### config.mk
export PLATFORM = sky130hd
export DESIGN_NAME = pwm_timebase
export DESIGN_NICKNAME = d
export VERILOG_FILES = /design/src/rtl/pwm_timebase_pkg.sv /design/src/rtl/pwm_prescaler.sv /design/src/rtl/pwm_counter.sv /design/src/rtl/pwm_shadow.sv /design/src/rtl/pwm_evt_flag.sv /design/src/rtl/pwm_compare.sv /design/src/rtl/pwm_timebase.sv
export SDC_FILE = /design/constraint.sdc
export NUM_CORES = 1
export LEC_CHECK = 0
export BUFFER_PORTS_ARGS = -buffer_cell sky130_fd_sc_hd__buf_2
export CORE_UTILIZATION = 63
export CTS_BUF_LIST = sky130_fd_sc_hd__clkbuf_2
export CTS_CLUSTER_SIZE = 24
export DETAILED_ROUTE_END_ITERATION = 8
export PLACE_DENSITY = 0.83
export SKIP_LAST_GASP = 1
export SLEW_MARGIN = 5
export SYNTH_ARGS = -nofsm -noshare
export SYNTH_HDL_FRONTEND = slang
export SYNTH_SLANG_ARGS = --single-unit
### constraint.sdc
create_clock -name clk -period 3.8 [get_ports clk]
set_input_delay 0.76 -clock clk [delete_from_list [all_inputs] [get_ports clk]]
set_output_delay 0.76 -clock clk [all_outputs]
set_load 0.05 [all_outputs]
### src/rtl/pwm_timebase_pkg.sv
package pwm_timebase_pkg;

    typedef enum logic {
        DIR_UP   = 1'b0,
        DIR_DOWN = 1'b1
    } dir_e;

    typedef struct packed {
        logic match;
        logic under;
    } cnt_evt_t;

    function automatic logic pick_reload(input logic center, input logic at_peak,
                                         input cnt_evt_t ev);
        if (!center) return ev.match;
        return at_peak ? ev.match : ev.under;
    endfunction

    function automatic logic pick_period_evt(input logic center, input logic on_match,
                                             input cnt_evt_t ev);
        if (!center) return ev.match;
        return on_match ? ev.match : ev.under;
    endfunction

endpackage

### src/rtl/pwm_prescaler.sv
module pwm_prescaler #(
    parameter int DIV_W = 2
) (
    input  logic             clk,
    input  logic             rst,
    input  logic             run,
    input  logic [DIV_W-1:0] div_sel,
    output logic             tick
);
    localparam int PS_W = (1 << DIV_W) - 1;

    logic [PS_W-1:0] ps_q;
    logic [PS_W-1:0] mask;

    always_comb mask = (PS_W'(1) << div_sel) - PS_W'(1);

    assign tick = run && ((ps_q & mask) == mask);

    always_ff @(posedge clk) begin
        if (rst || !run) ps_q <= '0;
        else             ps_q <= ps_q + PS_W'(1);
    end
endmodule

### src/rtl/pwm_counter.sv
module pwm_counter
    import pwm_timebase_pkg::*;
#(
    parameter int CNT_W = 16
) (
    input  logic             clk,
    input  logic             rst,
    input  logic             tick,
    input  logic             clr,
    input  logic             center,
    input  logic [CNT_W-1:0] per,
    output logic [CNT_W-1:0] cnt,
    output cnt_evt_t         ev
);
    logic [CNT_W-1:0] cnt_n;
    dir_e             dir_q, dir_n;

    always_comb begin
        cnt_n = cnt;
        dir_n = dir_q;
        ev    = '0;
        if (tick) begin
            if (!center) begin
                if (cnt >= per) begin
                    cnt_n    = '0;
                    dir_n    = DIR_UP;
                    ev.match = 1'b1;
                end else begin
                    cnt_n = cnt + CNT_W'(1);
                end
            end else if (dir_q == DIR_UP) begin
                if (cnt >= per) begin
                    ev.match = 1'b1;
                    dir_n    = DIR_DOWN;
                    cnt_n    = (cnt == '0) ? '0 : cnt - CNT_W'(1);
                end else begin
                    cnt_n = cnt + CNT_W'(1);
                end
            end else begin
                if (cnt == '0) begin
                    ev.under = 1'b1;
                    dir_n    = DIR_UP;
                    cnt_n    = (per == '0) ? '0 : CNT_W'(1);
                end else begin
                    cnt_n = cnt - CNT_W'(1);
                end
            end
        end
        if (clr) begin
            cnt_n = '0;
            dir_n = DIR_UP;
            ev    = '0;
        end
    end

    always_ff @(posedge clk) begin
        if (rst) begin
            cnt   <= '0;
            dir_q <= DIR_UP;
        end else begin
            cnt   <= cnt_n;
            dir_q <= dir_n;
        end
    end
endmodule

### src/rtl/pwm_shadow.sv
module pwm_shadow #(
    parameter int CNT_W = 16,
    parameter int NCH   = 3
) (
    input  logic                      clk,
    input  logic                      rst,
    input  logic                      per_wr,
    input  logic [NCH-1:0]            duty_wr,
    input  logic [CNT_W-1:0]          wdata,
    input  logic                      load_req,
    input  logic                      reload_pt,
    output logic [CNT_W-1:0]          per_act,
    output logic [NCH-1:0][CNT_W-1:0] duty_act,
    output logic                      pending
);
    logic [CNT_W-1:0]          per_sh;
    logic [NCH-1:0][CNT_W-1:0] duty_sh;
    logic                      do_load;

    assign do_load = pending && reload_pt;

    always_ff @(posedge clk) begin
        if (rst) begin
            per_sh  <= '0;
            per_act <= '0;
            pending <= 1'b0;
        end else begin
            if (per_wr)  per_sh  <= wdata;
            if (do_load) per_act <= per_sh;
            pending <= load_req ? 1'b1 : (do_load ? 1'b0 : pending);
        end
    end

    for (genvar i = 0; i < NCH; i++) begin : g_duty
        always_ff @(posedge clk) begin
            if (rst) begin
                duty_sh[i]  <= '0;
                duty_act[i] <= '0;
            end else begin
                if (duty_wr[i]) duty_sh[i]  <= wdata;
                if (do_load)    duty_act[i] <= duty_sh[i];
            end
        end
    end
endmodule

### src/rtl/pwm_evt_flag.sv
module pwm_evt_flag #(
    parameter int EVT_W = 4
) (
    input  logic             clk,
    input  logic             rst,
    input  logic             evt,
    input  logic             restart,
    input  logic             flag_clr,
    input  logic [EVT_W-1:0] evt_div,
    output logic             flag
);
    logic [EVT_W-1:0] ecnt_q;
    logic             last;

    assign last = evt && !restart && (ecnt_q >= evt_div);

    always_ff @(posedge clk) begin
        if (rst) begin
            ecnt_q <= '0;
            flag   <= 1'b0;
        end else begin
            if (restart)   ecnt_q <= '0;
            else if (evt)  ecnt_q <= (ecnt_q >= evt_div) ? '0 : ecnt_q + EVT_W'(1);
            if (last)          flag <= 1'b1;
            else if (flag_clr) flag <= 1'b0;
        end
    end
endmodule

### src/rtl/pwm_compare.sv
module pwm_compare #(
    parameter int CNT_W = 16,
    parameter int NCH   = 3
) (
    input  logic [CNT_W-1:0]          cnt,
    input  logic [NCH-1:0][CNT_W-1:0] duty,
    input  logic                      invert,
    input  logic                      group,
    output logic [NCH-1:0]            out
);
    for (genvar i = 0; i < NCH; i++) begin : g_ch
        logic [CNT_W-1:0] d_eff;
        assign d_eff  = group ? duty[0] : duty[i];
        assign out[i] = (cnt < d_eff) ^ invert;
    end
endmodule

### src/rtl/pwm_timebase.sv
module pwm_timebase
    import pwm_timebase_pkg::*;
#(
    parameter int CNT_W = 16,
    parameter int NCH   = 3,
    parameter int DIV_W = 2,
    parameter int EVT_W = 4
) (
    input  logic             clk,
    input  logic             rst,
    input  logic             run,
    input  logic [DIV_W-1:0] div_sel,
    input  logic             center_mode,
    input  logic             cen_reload,
    input  logic             evt_sel,
    input  logic [EVT_W-1:0] evt_div,
    input  logic             irq_en,
    input  logic             invert,
    input  logic             group,
    input  logic             clr_req,
    input  logic             load_req,
    input  logic             flag_clr,
    input  logic             per_wr,
    input  logic [NCH-1:0]   duty_wr,
    input  logic [CNT_W-1:0] wdata,
    output logic [CNT_W-1:0] cnt,
    output logic [NCH-1:0]   cmp_out,
    output logic             load_pending,
    output logic             period_flag,
    output logic             irq
);
    logic                      tick;
    cnt_evt_t                  ev;
    logic [CNT_W-1:0]          per_act;
    logic [NCH-1:0][CNT_W-1:0] duty_act;
    logic                      reload_pt;
    logic                      period_evt;

    assign reload_pt  = pick_reload(center_mode, cen_reload, ev);
    assign period_evt = pick_period_evt(center_mode, evt_sel, ev);
    assign irq        = period_flag && irq_en;

    pwm_prescaler #(.DIV_W(DIV_W)) u_ps (
        .clk(clk), .rst(rst), .run(run), .div_sel(div_sel), .tick(tick)
    );

    pwm_counter #(.CNT_W(CNT_W)) u_cnt (
        .clk(clk), .rst(rst), .tick(tick), .clr(clr_req), .center(center_mode),
        .per(per_act), .cnt(cnt), .ev(ev)
    );

    pwm_shadow #(.CNT_W(CNT_W), .NCH(NCH)) u_sh (
        .clk(clk), .rst(rst), .per_wr(per_wr), .duty_wr(duty_wr), .wdata(wdata),
        .load_req(load_req), .reload_pt(reload_pt), .per_act(per_act),
        .duty_act(duty_act), .pending(load_pending)
    );

    pwm_evt_flag #(.EVT_W(EVT_W)) u_flag (
        .clk(clk), .rst(rst), .evt(period_evt), .restart(clr_req),
        .flag_clr(flag_clr), .evt_div(evt_div), .flag(period_flag)
    );

    pwm_compare #(.CNT_W(CNT_W), .NCH(NCH)) u_cmp (
        .cnt(cnt), .duty(duty_act), .invert(invert), .group(group), .out(cmp_out)
    );
endmodule

# ---- After elaboration in Yosys (flattened, before gate mapping)
# Cells that the tools add are included.
dict set report op_classes {
  magnitude_cmp 5
  add_sub_neg 5
  n_reduce_logical 15
  eq_ne 1
  shift 1
  bitwise_logic 4
  mux 30
}
# op n
set op_table {}
lappend op_table {{16-bit 2-to-1 mux} 8}
lappend op_table {{16-bit less-than comparator} 3}
lappend op_table {{16-bit zero test} 2}
lappend op_table {{1-bit 2-to-1 mux} 19}
lappend op_table {{16-bit by 1-bit adder with 16-bit output, second input constant} 1}
lappend op_table {{16-bit greater-or-equal comparator} 1}
lappend op_table {{16-bit by 1-bit subtractor with 16-bit output, second input constant} 1}
lappend op_table {{2-bit nonzero test} 3}
lappend op_table {{1-bit logical AND} 5}
lappend op_table {{4-bit by 1-bit adder with 4-bit output, second input constant} 1}
lappend op_table {{4-bit greater-or-equal comparator} 1}
lappend op_table {{2-bit 2-to-1 mux} 2}
lappend op_table {{4-bit 2-to-1 mux} 1}
lappend op_table {{3-bit by 1-bit adder with 3-bit output, second input constant} 1}
lappend op_table {{3-bit AND} 1}
lappend op_table {{3-bit equality test} 1}
lappend op_table {{1-bit by 2-bit left shift with 3-bit output, first input constant} 1}
lappend op_table {{3-bit by 2-bit subtractor with 3-bit output, second input constant} 1}
lappend op_table {{1-bit XOR} 3}
lappend op_table {{1-bit zero test} 2}
lappend op_table {{2-bit AND reduction} 1}
lappend op_table {{2-bit OR reduction} 1}
lappend op_table {{1-bit logical OR} 1}
dict set report word_totals {
  reg_bits 154
  output_inout_bits 22
  word_cells 75
}

# ---- Logic depth before layout (Yosys ltp)
# Gate-level depths: netlist of the first run.
dict set report logic_depth {
  ltp_word 12
  depth_mapped 11
  depth_no_buf 8
}

# ---- Modules after synthesis
# A second synthesis of the first run with hierarchy kept.
dict set report unflattened {
  cells_unflattened 1001
  hier_area_um2 8956.1
}
# module n_inst cells_per_inst area_each_um2 seq_area_each_um2
set modules_own_cells {}
lappend modules_own_cells {pwm_shadow 1 502 5094.9 2582.5}
lappend modules_own_cells {pwm_counter 1 266 1893.1 340.3}
lappend modules_own_cells {pwm_compare 1 174 1422.6 0.0}
lappend modules_own_cells {pwm_evt_flag 1 39 356.6 100.1}
lappend modules_own_cells {pwm_prescaler 1 15 125.1 60.1}
lappend modules_own_cells {pwm_timebase 1 5 63.8 0.0}

# ---- Worst setup path after synthesis of the first run
# Ideal clock, no wire load.
dict set report synth_path {
  path_type {input to output}
  startpoint {input group}
  endpoint {output cmp_out[1]}
  path_stages 10
  setup_slack_ns -0.327
  t_required_ns 3.040
  t_arrival_ns 3.367
  cell_sequence {clkbuf_1 > buf_1 > mux2i_1 > ha_1 > a21o_1 > a21oi_1 > o2bb2ai_1 > a31oi_1 > a31oi_1 > xor2_1}
}
dict set report synth_between {
  elab_chain_cells 3
}
# element line_no
set synth_lines {}
lappend synth_lines {{from (decl)} pwm_timebase.sv:19} ;# input logic group,
lappend synth_lines {{16-bit 2-to-1 mux} pwm_compare.sv:13} ;# assign d_eff = group ? duty[0] : duty[i];
lappend synth_lines {{16-bit less-than comparator} pwm_compare.sv:14} ;# assign out[i] = (cnt < d_eff) ^ invert;
lappend synth_lines {{1-bit XOR} pwm_compare.sv:14}
lappend synth_lines {{to (decl)} pwm_timebase.sv:27} ;# output logic [NCH-1:0] cmp_out,
# Every way passes these cells.

# ---- Worst setup path in the final report of the first run
# Same ends and word-level chain as after synthesis.

==> results_tabular.tex, run 1 <==
\begin{tabular}{lr}
\hline
Metric & Value \\
\hline
\multicolumn{2}{l}{\textbf{Final layout}} \\
\quad Fraction of final layout cells with drive strength greater than 1 & 14.4\% \\
\quad Post-route insts no fill & 1209 \\
\quad Design Area, Final & 0.00976 sq mm \\
\quad Most frequent standard cell in the layout excluding fill and tap cells & sky130\_fd\_sc\_hd\_\_mux2i\_1 \\
\quad Commonest non-fill, non-tap cells in the layout & sky130\_fd\_sc\_hd\_\_mux2i\_1, sky130\_fd\_sc\_hd\_\_dfxtp\_1, sky130\_fd\_sc\_hd\_\_nand2b\_1 \\
\quad Number of nets in the layout & 1123 \\
\quad Post-synthesis to final-layout area growth & 9.30\% \\
\multicolumn{2}{l}{\textbf{Routing}} \\
\quad Number of remaining DRC errors & 0 \\
\quad Overall routed net length & 20900 microns \\
\quad WL per Instance & 17.2 microns \\
\quad Post-DRT Antenna Nets & 0 \\
\quad Vias post-DR & 7088 \\
\quad Vias per Instance & 5.86 \\
\quad First-pass DRT Iterations & 5 \\
\quad Number of design-rule violations left by the first detailed-router iteration & 714 \\
\multicolumn{2}{l}{\textbf{Critical path}} \\
\quad Largest fanout on the critical path & 15 \\
\quad Slowest cell on the critical path & sky130\_fd\_sc\_hd\_\_ha\_1 \\
\quad Crit Reg-Reg Startpoint & u\_cnt.cnt[13]\$\_SDFFE\_PP0P\_ \\
\quad Number of logic stages on the critical path including buffering & 11 \\
\quad Capture instance of the worst register-to-register path & u\_sh.duty\_act[41]\$\_SDFFE\_PP0P\_ \\
\quad Critical Path Start & group \\
\quad Data arrival time of the critical path & 2.92 ns \\
\quad Cell type group with the largest total delay on the critical path & compound AO/OA/AOI/OAI gates \\
\quad CP dominant cell by count & sky130\_fd\_sc\_hd\_\_buf\_4 \\
\quad Critical path endpoint category & output pin \\
\quad Cells on worst reg2reg path & 8 \\
\quad Data required time of the worst path & 3.04 ns \\
\quad Class of the most critical setup path & in -> out \\
\quad List of cells traversed by the critical path & buf\_4 > buf\_4 > mux2i\_1 > ha\_1 > a21oi\_1 > nor2b\_1 > o21ai\_0 > o211ai\_1 > a31oi\_2 > xor2\_2 > buf\_2 \\
\quad Startpoint class of the critical path & input pin \\
\quad CP peak stage delay & 0.27 ns \\
\quad Setup crit end & cmp\_out[1] \\
\quad Register-to-register setup slack & 0.88 ns \\
\quad Count of buffer and inverter cells on the critical path & 3 \\
\multicolumn{2}{l}{\textbf{Synthesis}} \\
\quad Synth Warn \# & 0 \\
\quad Synthesized netlist net count & 1084 \\
\quad Sequential fraction of the synthesis area & 34.5\% \\
\quad Count of cell types in the netlist & 66 \\
\quad Gate Count Post-Synth & 976 \\
\quad Synthesis-stage register bit count & 154 \\
\quad Number of enable flip-flop cells after synthesis & 0 \\
\quad Prevailing post-synth register cell & sky130\_fd\_sc\_hd\_\_dfxtp\_1 \\
\quad Post-synthesis instance area & 0.00893 sq mm \\
\quad Share of synthesized flip-flops with an asynchronous set or reset & 0\% \\
\quad Post-synthesis area per instance & 9.15 sq um \\
\multicolumn{2}{l}{\textbf{STA}} \\
\quad Clock period minus final worst setup slack & 3.68 ns \\
\quad Tcrit/Tclk final & 96.8\% \\
\quad Worst setup margin & 0.123 ns \\
\quad Setup repair after global routing missed its margin & true \\
\quad Final Setup Violations & 0 \\
\quad Final max-slew violation count & 0 \\
\quad Number of endpoints with negative hold slack in the final report & 0 \\
\quad Post-Route Skew & 0.0289 ns \\
\quad Actual slew at the worst max-slew pin & 0.993 ns \\
\quad Maximum frequency from static timing analysis & 272 MHz \\
\quad Slew margin rel. & 33.6\% \\
\quad Setup Total Neg Slack & 0 ns \\
\multicolumn{2}{l}{\textbf{Global route}} \\
\quad GRT overflow & 0 \\
\quad Met1 track demand over resource & 42.3\% \\
\quad GR met3 Demand/Resource & 5.50\% \\
\quad Pin count of the biggest net entering global routing & 183 \\
\quad Initial antenna violation count & 1 \\
\quad Met2 Use GR & 44.8\% \\
\quad Gr busiest metal & met2 \\
\quad Vias in the first global route & 6649 \\
\quad Global Route Usage Sum & 29.7\% \\
\quad Global-route wire length before repair & 33700 microns \\
\multicolumn{2}{l}{\textbf{Placed design}} \\
\quad Input/output buffers & 59 \\
\quad Area of placed instances & 0.00940 sq mm \\
\quad Detailed-placement wirelength estimate & 14700 microns \\
\quad Worst slack at placement & -0.0244 ns \\
\quad Number of placed instances with taps included & 1173 \\
\quad Routability Congestion & 0.874 \\
\multicolumn{2}{l}{\textbf{Power and ir drop}} \\
\quad Power density normalized to cell area & 334 mW/mm\^{}2 \\
\quad Total power after layout & 0.00326 W \\
\quad Total leakage power & 4.04 nW \\
\quad Maximum vdd ir drop & 0.000290 V \\
\multicolumn{2}{l}{\textbf{Floorplanning}} \\
\quad Chip height & 121 microns \\
\quad DIE WIDTH & 121 microns \\
\quad Die footprint & 0.0147 sq mm \\
\quad Floorplan row count & 43 \\
\quad Top-level port count & 60 \\
\quad Initial core utilization & 64.3\% \\
\quad Core region area & 0.0139 sq mm \\
\multicolumn{2}{l}{\textbf{Run}} \\
\quad Number of maximum-capacitance constraint violations & 0 \\
\multicolumn{2}{l}{\textbf{CTS}} \\
\quad Worst-Skew Late Latency & 0.73 ns \\
\quad Number of levels in the clock H-tree & 4 \\
\quad CTS sink count & 154 \\
\quad Clock Tree Root & sky130\_fd\_sc\_hd\_\_clkbuf\_2 \\
\quad TritonCTS clock tree & done \\
\quad Post-CTS clock slew at the launch and capture registers of the worst setup and hold paths & 0.24 ns \\
\quad Total CTS buffers & 17 \\
\quad Number of buffers on the longest clock path & 2 \\
\multicolumn{2}{l}{\textbf{Status}} \\
\quad Outcome & finished clean \\
\multicolumn{2}{l}{\textbf{Hold path}} \\
\quad Worst hold path type & in -> reg \\
\hline
\end{tabular}
routing by layer:
layer  wire [microns]  share of wire (%)
met4              435                2.1
met1            10000                 48
met2             9040                 43
met3             1360                6.5
met5                0                  0
per-stage QoR:
stage                     util, %  hold WS (ns)
after CTS                    69.8         0.231
final                        70.3         0.273
after detailed placement     67.7         0.464
after global placement       67.7         0.451
after floorplan                 -         0.430
after global routing         70.3         0.224
worst reg2reg max path, stage by stage, from the launching register on:
cell	delay, ns
sky130_fd_sc_hd__dfxtp_1	0.52
sky130_fd_sc_hd__buf_4	0.24
sky130_fd_sc_hd__ha_1	0.28
sky130_fd_sc_hd__a211oi_1	0.35
sky130_fd_sc_hd__nor2_1	0.14
sky130_fd_sc_hd__o41ai_1	0.65
sky130_fd_sc_hd__a211oi_4	0.14
sky130_fd_sc_hd__buf_12	0.26
sky130_fd_sc_hd__mux2i_1	0.24
power breakdown:
part           switching, W  leakage, nW  internal [W]
clock              0.000607        0.154      0.000434
combinational      0.000306         2.63      0.000213
sequential        0.0000369         1.26       0.00166
synthesized netlist by cell type, drive strengths merged, types with 3 or more instances:
cell type	number	area share [%]
ha	70	9.8
o211ai	4	0.34
a32o	4	0.45
a21oi	23	1.3
o32ai	6	0.59
xor2	12	1.2
or3	10	0.70
o21ai	24	1.3
nand2b	139	9.8
nor4	11	1.0
nand4b	3	0.29
nand3	17	1.0
clkbuf	38	1.6
or2	5	0.35
or4	4	0.34
nand4	17	1.2
a211oi	6	0.50
nor2b	3	0.21
a31oi	8	0.56
nand2	24	1.0
buf	24	1.5
dfxtp	154	35
nor2	85	3.6
a21o	15	1.3
mux2i	161	18
nor3	16	0.90
o221a	3	0.38
inv	43	1.8
xnor2	9	0.88
and3	6	0.42
state kept, by name, indices dropped and copies added, names as in the netlist:
signal,flops
u_sh.pending,1
u_cnt.cnt,16
u_sh.per_act,16
u_cnt.dir_q,1
u_sh.duty_sh,48
u_sh.duty_act,48
u_flag.ecnt_q,4
u_ps.ps_q,3
u_flag.flag,1
u_sh.per_sh,16
cell type report:
class / count / area, sq um
Multi-Input combinational cell: 717 / 5470
Fill cell: 1080 / 4120
Inverter: 43 / 161
Sequential cell: 154 / 3110
Timing Repair Buffer: 82 / 515
Tap cell: 180 / 225
Clock inverter: 15 / 195
Antenna cell: 1 / 2.50
Clock buffer: 17 / 85.1
kinds of logic (layout without fill, tap and decap cells):
| kind of cell | Yosys count | in the layout | synth area share (%) |
|---|---|---|---|
| xor gates and xnor gates | 21 | 21 | 2.06 |
| muxes | 162 | 162 | 18.2 |
| buffers and inverters | 105 | 157 | 4.90 |
| other | 0 | 1 | 0 |
| DFF | 154 | 154 | 34.5 |
| and+or+nand+nor | 348 | 348 | 21.5 |
| AOI/OAI and AO/OA | 116 | 116 | 8.99 |
| adders and majority gates | 70 | 70 | 9.81 |
how the worst min path moves through the flow:
stage	cells after the start	slack (ns)	to	startpoint
final	3	0.27	u_flag.flag$_SDFFE_PP0P_	flag_clr
after CTS	3	0.23	u_flag.flag$_SDFFE_PP0P_	flag_clr
after global routing	3	0.22	u_flag.flag$_SDFFE_PP0P_	flag_clr
after global placement	1	0.45	u_ps.ps_q[0]$_SDFF_PP0_	u_ps.ps_q[0]$_SDFF_PP0_
after floorplan	1	0.43	u_ps.ps_q[0]$_SDFF_PP0_	u_ps.ps_q[0]$_SDFF_PP0_
after detailed placement	1	0.46	u_ps.ps_q[0]$_SDFF_PP0_	u_ps.ps_q[0]$_SDFF_PP0_
what timing repair did:
action / 4_1_cts / 5_1_grt
endpoints found under the setup margin: 3 / 3
gates resized for setup: 4 / 21
hold buffers: 0 / 0
buffers inserted: 0 / 3
No activity file was read; power rests on OpenSTA's default activity.
==> run 2, diff against run 1 <==
==> constraint.sdc (replaced) <==
create_clock -name clk -period 3.8 [get_ports clk]
set_input_delay 0.76 -clock clk [delete_from_list [all_inputs] [get_ports clk]]
set_output_delay 0.76 -clock clk [all_outputs]
set_load 0.02 [all_outputs]
==> run 2 against run 1 <==
Effect of this change: via count rose by 0.11%; register-to-register slack lost 0.14 ns; design area shrank 2.5%; die area is the same; sequential power about the same; clock-buffer cell count is 2 higher; clock skew barely moved; sequential share of layout area is 0.69 points higher; global-route usage decreased by 0.074 points; final cell count shrank 0.83%; non-clock buffer count fell by 10; highest routed layer unchanged.
==> results_tabular.tex, run 2 (synthesized netlist as in run 1, its figures left out) <==
\begin{tabular}{lr}
\hline
Metric & Value \\
\hline
\multicolumn{2}{l}{\textbf{Status}} \\
\quad Outcome & finished clean \\
\multicolumn{2}{l}{\textbf{Power and ir drop}} \\
\quad Total leakage power & 3.94 nW \\
\quad Power density normalized to cell area & 310 mW/mm\^{}2 \\
\quad Maximum vdd ir drop & 0.000357 V \\
\multicolumn{2}{l}{\textbf{STA}} \\
\quad Tcrit/Tclk final & 95.9\% \\
\quad Setup Total Neg Slack & 0 ns \\
\quad Maximum frequency from static timing analysis & 274 MHz \\
\quad Post-Route Skew & 0.0289 ns \\
\quad Clock period minus final worst setup slack & 3.64 ns \\
\quad Setup repair after global routing missed its margin & false \\
\quad Number of endpoints with negative hold slack in the final report & 0 \\
\quad Actual slew at the worst max-slew pin & 0.848 ns \\
\quad Final Setup Violations & 0 \\
\quad Final max-slew violation count & 0 \\
\quad Slew margin rel. & 43.5\% \\
\quad Worst hold margin & 0.325 ns \\
\multicolumn{2}{l}{\textbf{Final layout}} \\
\quad Post-route insts no fill & 1199 \\
\quad Most frequent standard cell in the layout excluding fill and tap cells & sky130\_fd\_sc\_hd\_\_mux2i\_1 \\
\quad Post-synthesis to final-layout area growth & 6.61\% \\
\quad Area of combinational cells with multiple inputs & 0.00542 sq mm \\
\quad Commonest non-fill, non-tap cells in the layout & sky130\_fd\_sc\_hd\_\_mux2i\_1, sky130\_fd\_sc\_hd\_\_dfxtp\_1, sky130\_fd\_sc\_hd\_\_nand2b\_1 \\
\quad Area of all sequential standard cells & 0.00310 sq mm \\
\quad \# fillers & 1143 \\
\quad Fraction of final layout cells with drive strength greater than 1 & 12.9\% \\
\quad Largest registers & u\_sh.duty\_act: 48 flops, u\_sh.duty\_sh: 48 flops \\
\quad Number of nets in the layout & 1113 \\
\multicolumn{2}{l}{\textbf{Routing}} \\
\quad Post-DRT Antenna Nets & 0 \\
\quad Overall routed net length & 20700 microns \\
\quad WL per Instance & 17.3 microns \\
\quad Number of remaining DRC errors & 0 \\
\quad Vias post-DR & 7096 \\
\quad Number of design-rule violations left by the first detailed-router iteration & 595 \\
\quad First-pass DRT Iterations & 5 \\
\quad Vias per Instance & 5.92 \\
\multicolumn{2}{l}{\textbf{Global route}} \\
\quad Pin count of the biggest net entering global routing & 111 \\
\quad GRT overflow & 0 \\
\quad Vias in the first global route & 6630 \\
\quad Global-route wire length before repair & 33500 microns \\
\quad Met1 track demand over resource & 39.1\% \\
\quad Met2 Use GR & 46.4\% \\
\quad Gr busiest metal & met2 \\
\quad Initial antenna violation count & 1 \\
\quad Global Route Usage Sum & 29.6\% \\
\quad GR met3 Demand/Resource & 6.86\% \\
\multicolumn{2}{l}{\textbf{Placed design}} \\
\quad Number of placed instances with taps included & 1166 \\
\quad Routability Congestion & 0.884 \\
\quad Input/output buffers & 59 \\
\quad Detailed-placement wirelength estimate & 14800 microns \\
\multicolumn{2}{l}{\textbf{Floorplanning}} \\
\quad Top-level port count & 60 \\
\quad DIE WIDTH & 121 microns \\
\quad Chip height & 121 microns \\
\quad Initial core utilization & 64.3\% \\
\quad Core region area & 0.0139 sq mm \\
\quad Die footprint & 0.0147 sq mm \\
\quad Floorplan row count & 43 \\
\multicolumn{2}{l}{\textbf{Critical path}} \\
\quad Class of the most critical setup path & in -> out \\
\quad Data arrival time of the critical path & 2.88 ns \\
\quad Capture instance of the worst register-to-register path & u\_sh.duty\_act[11]\$\_SDFFE\_PP0P\_ \\
\quad Crit Reg-Reg Startpoint & u\_cnt.cnt[11]\$\_SDFFE\_PP0P\_ \\
\quad Critical path endpoint category & output pin \\
\quad Cells on worst reg2reg path & 8 \\
\quad Startpoint class of the critical path & input pin \\
\quad Largest fanout on the critical path & 15 \\
\quad Data required time of the worst path & 3.04 ns \\
\quad Register-to-register setup slack & 0.74 ns \\
\multicolumn{2}{l}{\textbf{Hold path}} \\
\quad Destination of the worst hold path & u\_flag.flag\$\_SDFFE\_PP0P\_ \\
\quad Worst hold path type & in -> reg \\
\quad Worst Min Path Start & flag\_clr \\
\quad WHS Path Cells & 3 \\
\multicolumn{2}{l}{\textbf{CTS}} \\
\quad Worst-Skew Late Latency & 0.70 ns \\
\quad Number of hold-repair buffers added at the cts stage & 0 \\
\quad Number of levels in the clock H-tree & 4 \\
\quad CTS sink count & 154 \\
\quad Number of buffers inserted to repair setup after CTS & 0 \\
\quad Clock Tree Root & sky130\_fd\_sc\_hd\_\_clkbuf\_2 \\
\quad TritonCTS clock tree & done \\
\quad Number of buffers on the longest clock path & 2 \\
\quad Post-CTS clock slew at the launch and capture registers of the worst setup and hold paths & 0.21 ns \\
\quad Total CTS buffers & 17 \\
\multicolumn{2}{l}{\textbf{Run}} \\
\quad Number of maximum-capacitance constraint violations & 0 \\
\hline
\end{tabular}
==> run 2: layout make-up <==
class | count | share of cell area (%)
tap | 180 | 2.37
clock inverter | 13 | 0.986
timing repair buffer | 72 | 4.44
multi-input combinational | 717 | 57.0
clock buffer | 19 | 0.999
inverter | 43 | 1.70
sequential | 154 | 32.5
antenna | 1 | 0.0263
==> run 2: timing repair <==
action	4_1_cts	5_1_grt
setup endpoints to repair	2	3
pin swaps	0	0
resized for setup	2	10
==> run 2: per-layer routing <==
layer / wire length [microns] / share of wire (%)
met1: 9780 / 47
met5: 0 / 0
met3: 1190 / 5.7
met2: 9110 / 44
met4: 621 / 3.0
==> run 2: how the worst max path moves through the flow <==
stage	start	endpoint	slack [ns]	cells after the start
final	group	cmp_out[2]	0.16	11
after global routing	u_cnt.cnt[11]$_SDFFE_PP0P_	cmp_out[0]	0.001	8
after CTS	u_cnt.cnt[1]$_SDFFE_PP0P_	cmp_out[0]	0.01	7
after detailed placement	group	cmp_out[2]	0.11	11
after global placement	group	cmp_out[2]	0.20	11
after floorplan	group	cmp_out[1]	0.07	10
==> run 2: worst max-delay path, stage by stage <==
cell and delay, ns:
sky130_fd_sc_hd__clkbuf_4 0.27, sky130_fd_sc_hd__buf_12 0.20, sky130_fd_sc_hd__mux2i_1 0.19, sky130_fd_sc_hd__ha_1 0.24
sky130_fd_sc_hd__o21ai_0 0.18, sky130_fd_sc_hd__a21oi_1 0.06, sky130_fd_sc_hd__nor3_1 0.13, sky130_fd_sc_hd__o21ai_0 0.12
sky130_fd_sc_hd__a21oi_1 0.35, sky130_fd_sc_hd__xor2_1 0.18, sky130_fd_sc_hd__buf_2 0.18
==> run 2: report_power, final <==
part / leakage, nW / internal [W] / total, W / switching, W
Clock: 0.113 / 0.000179 / 0.000785 / 0.000606
Combinational: 2.56 / 0.000196 / 0.000465 / 0.000269
Sequential: 1.26 / 0.00167 / 0.00170 / 0.0000376
Total: 3.94 / 0.00204 / 0.00295 / 0.000913
==> run 2: through the flow <==
| step | power (W) | setup slack, ns | util, % | instance area, sq um |
|---|---|---|---|---|
| 6_report | 0.00295 | 0.155 | 68.6 | 9520 |
| 3_5_place_dp | 0.00219 | 0.114 | 67.1 | 9310 |
| 5_1_grt | 0.00310 | 0.00135 | 68.6 | 9520 |
| 3_3_place_gp | 0.00218 | 0.196 | 67.1 | 9310 |
| 4_1_cts | 0.00296 | 0.0101 | 68.5 | 9500 |
| 2_1_floorplan | 0.00206 | 0.0743 | - | 8930 |
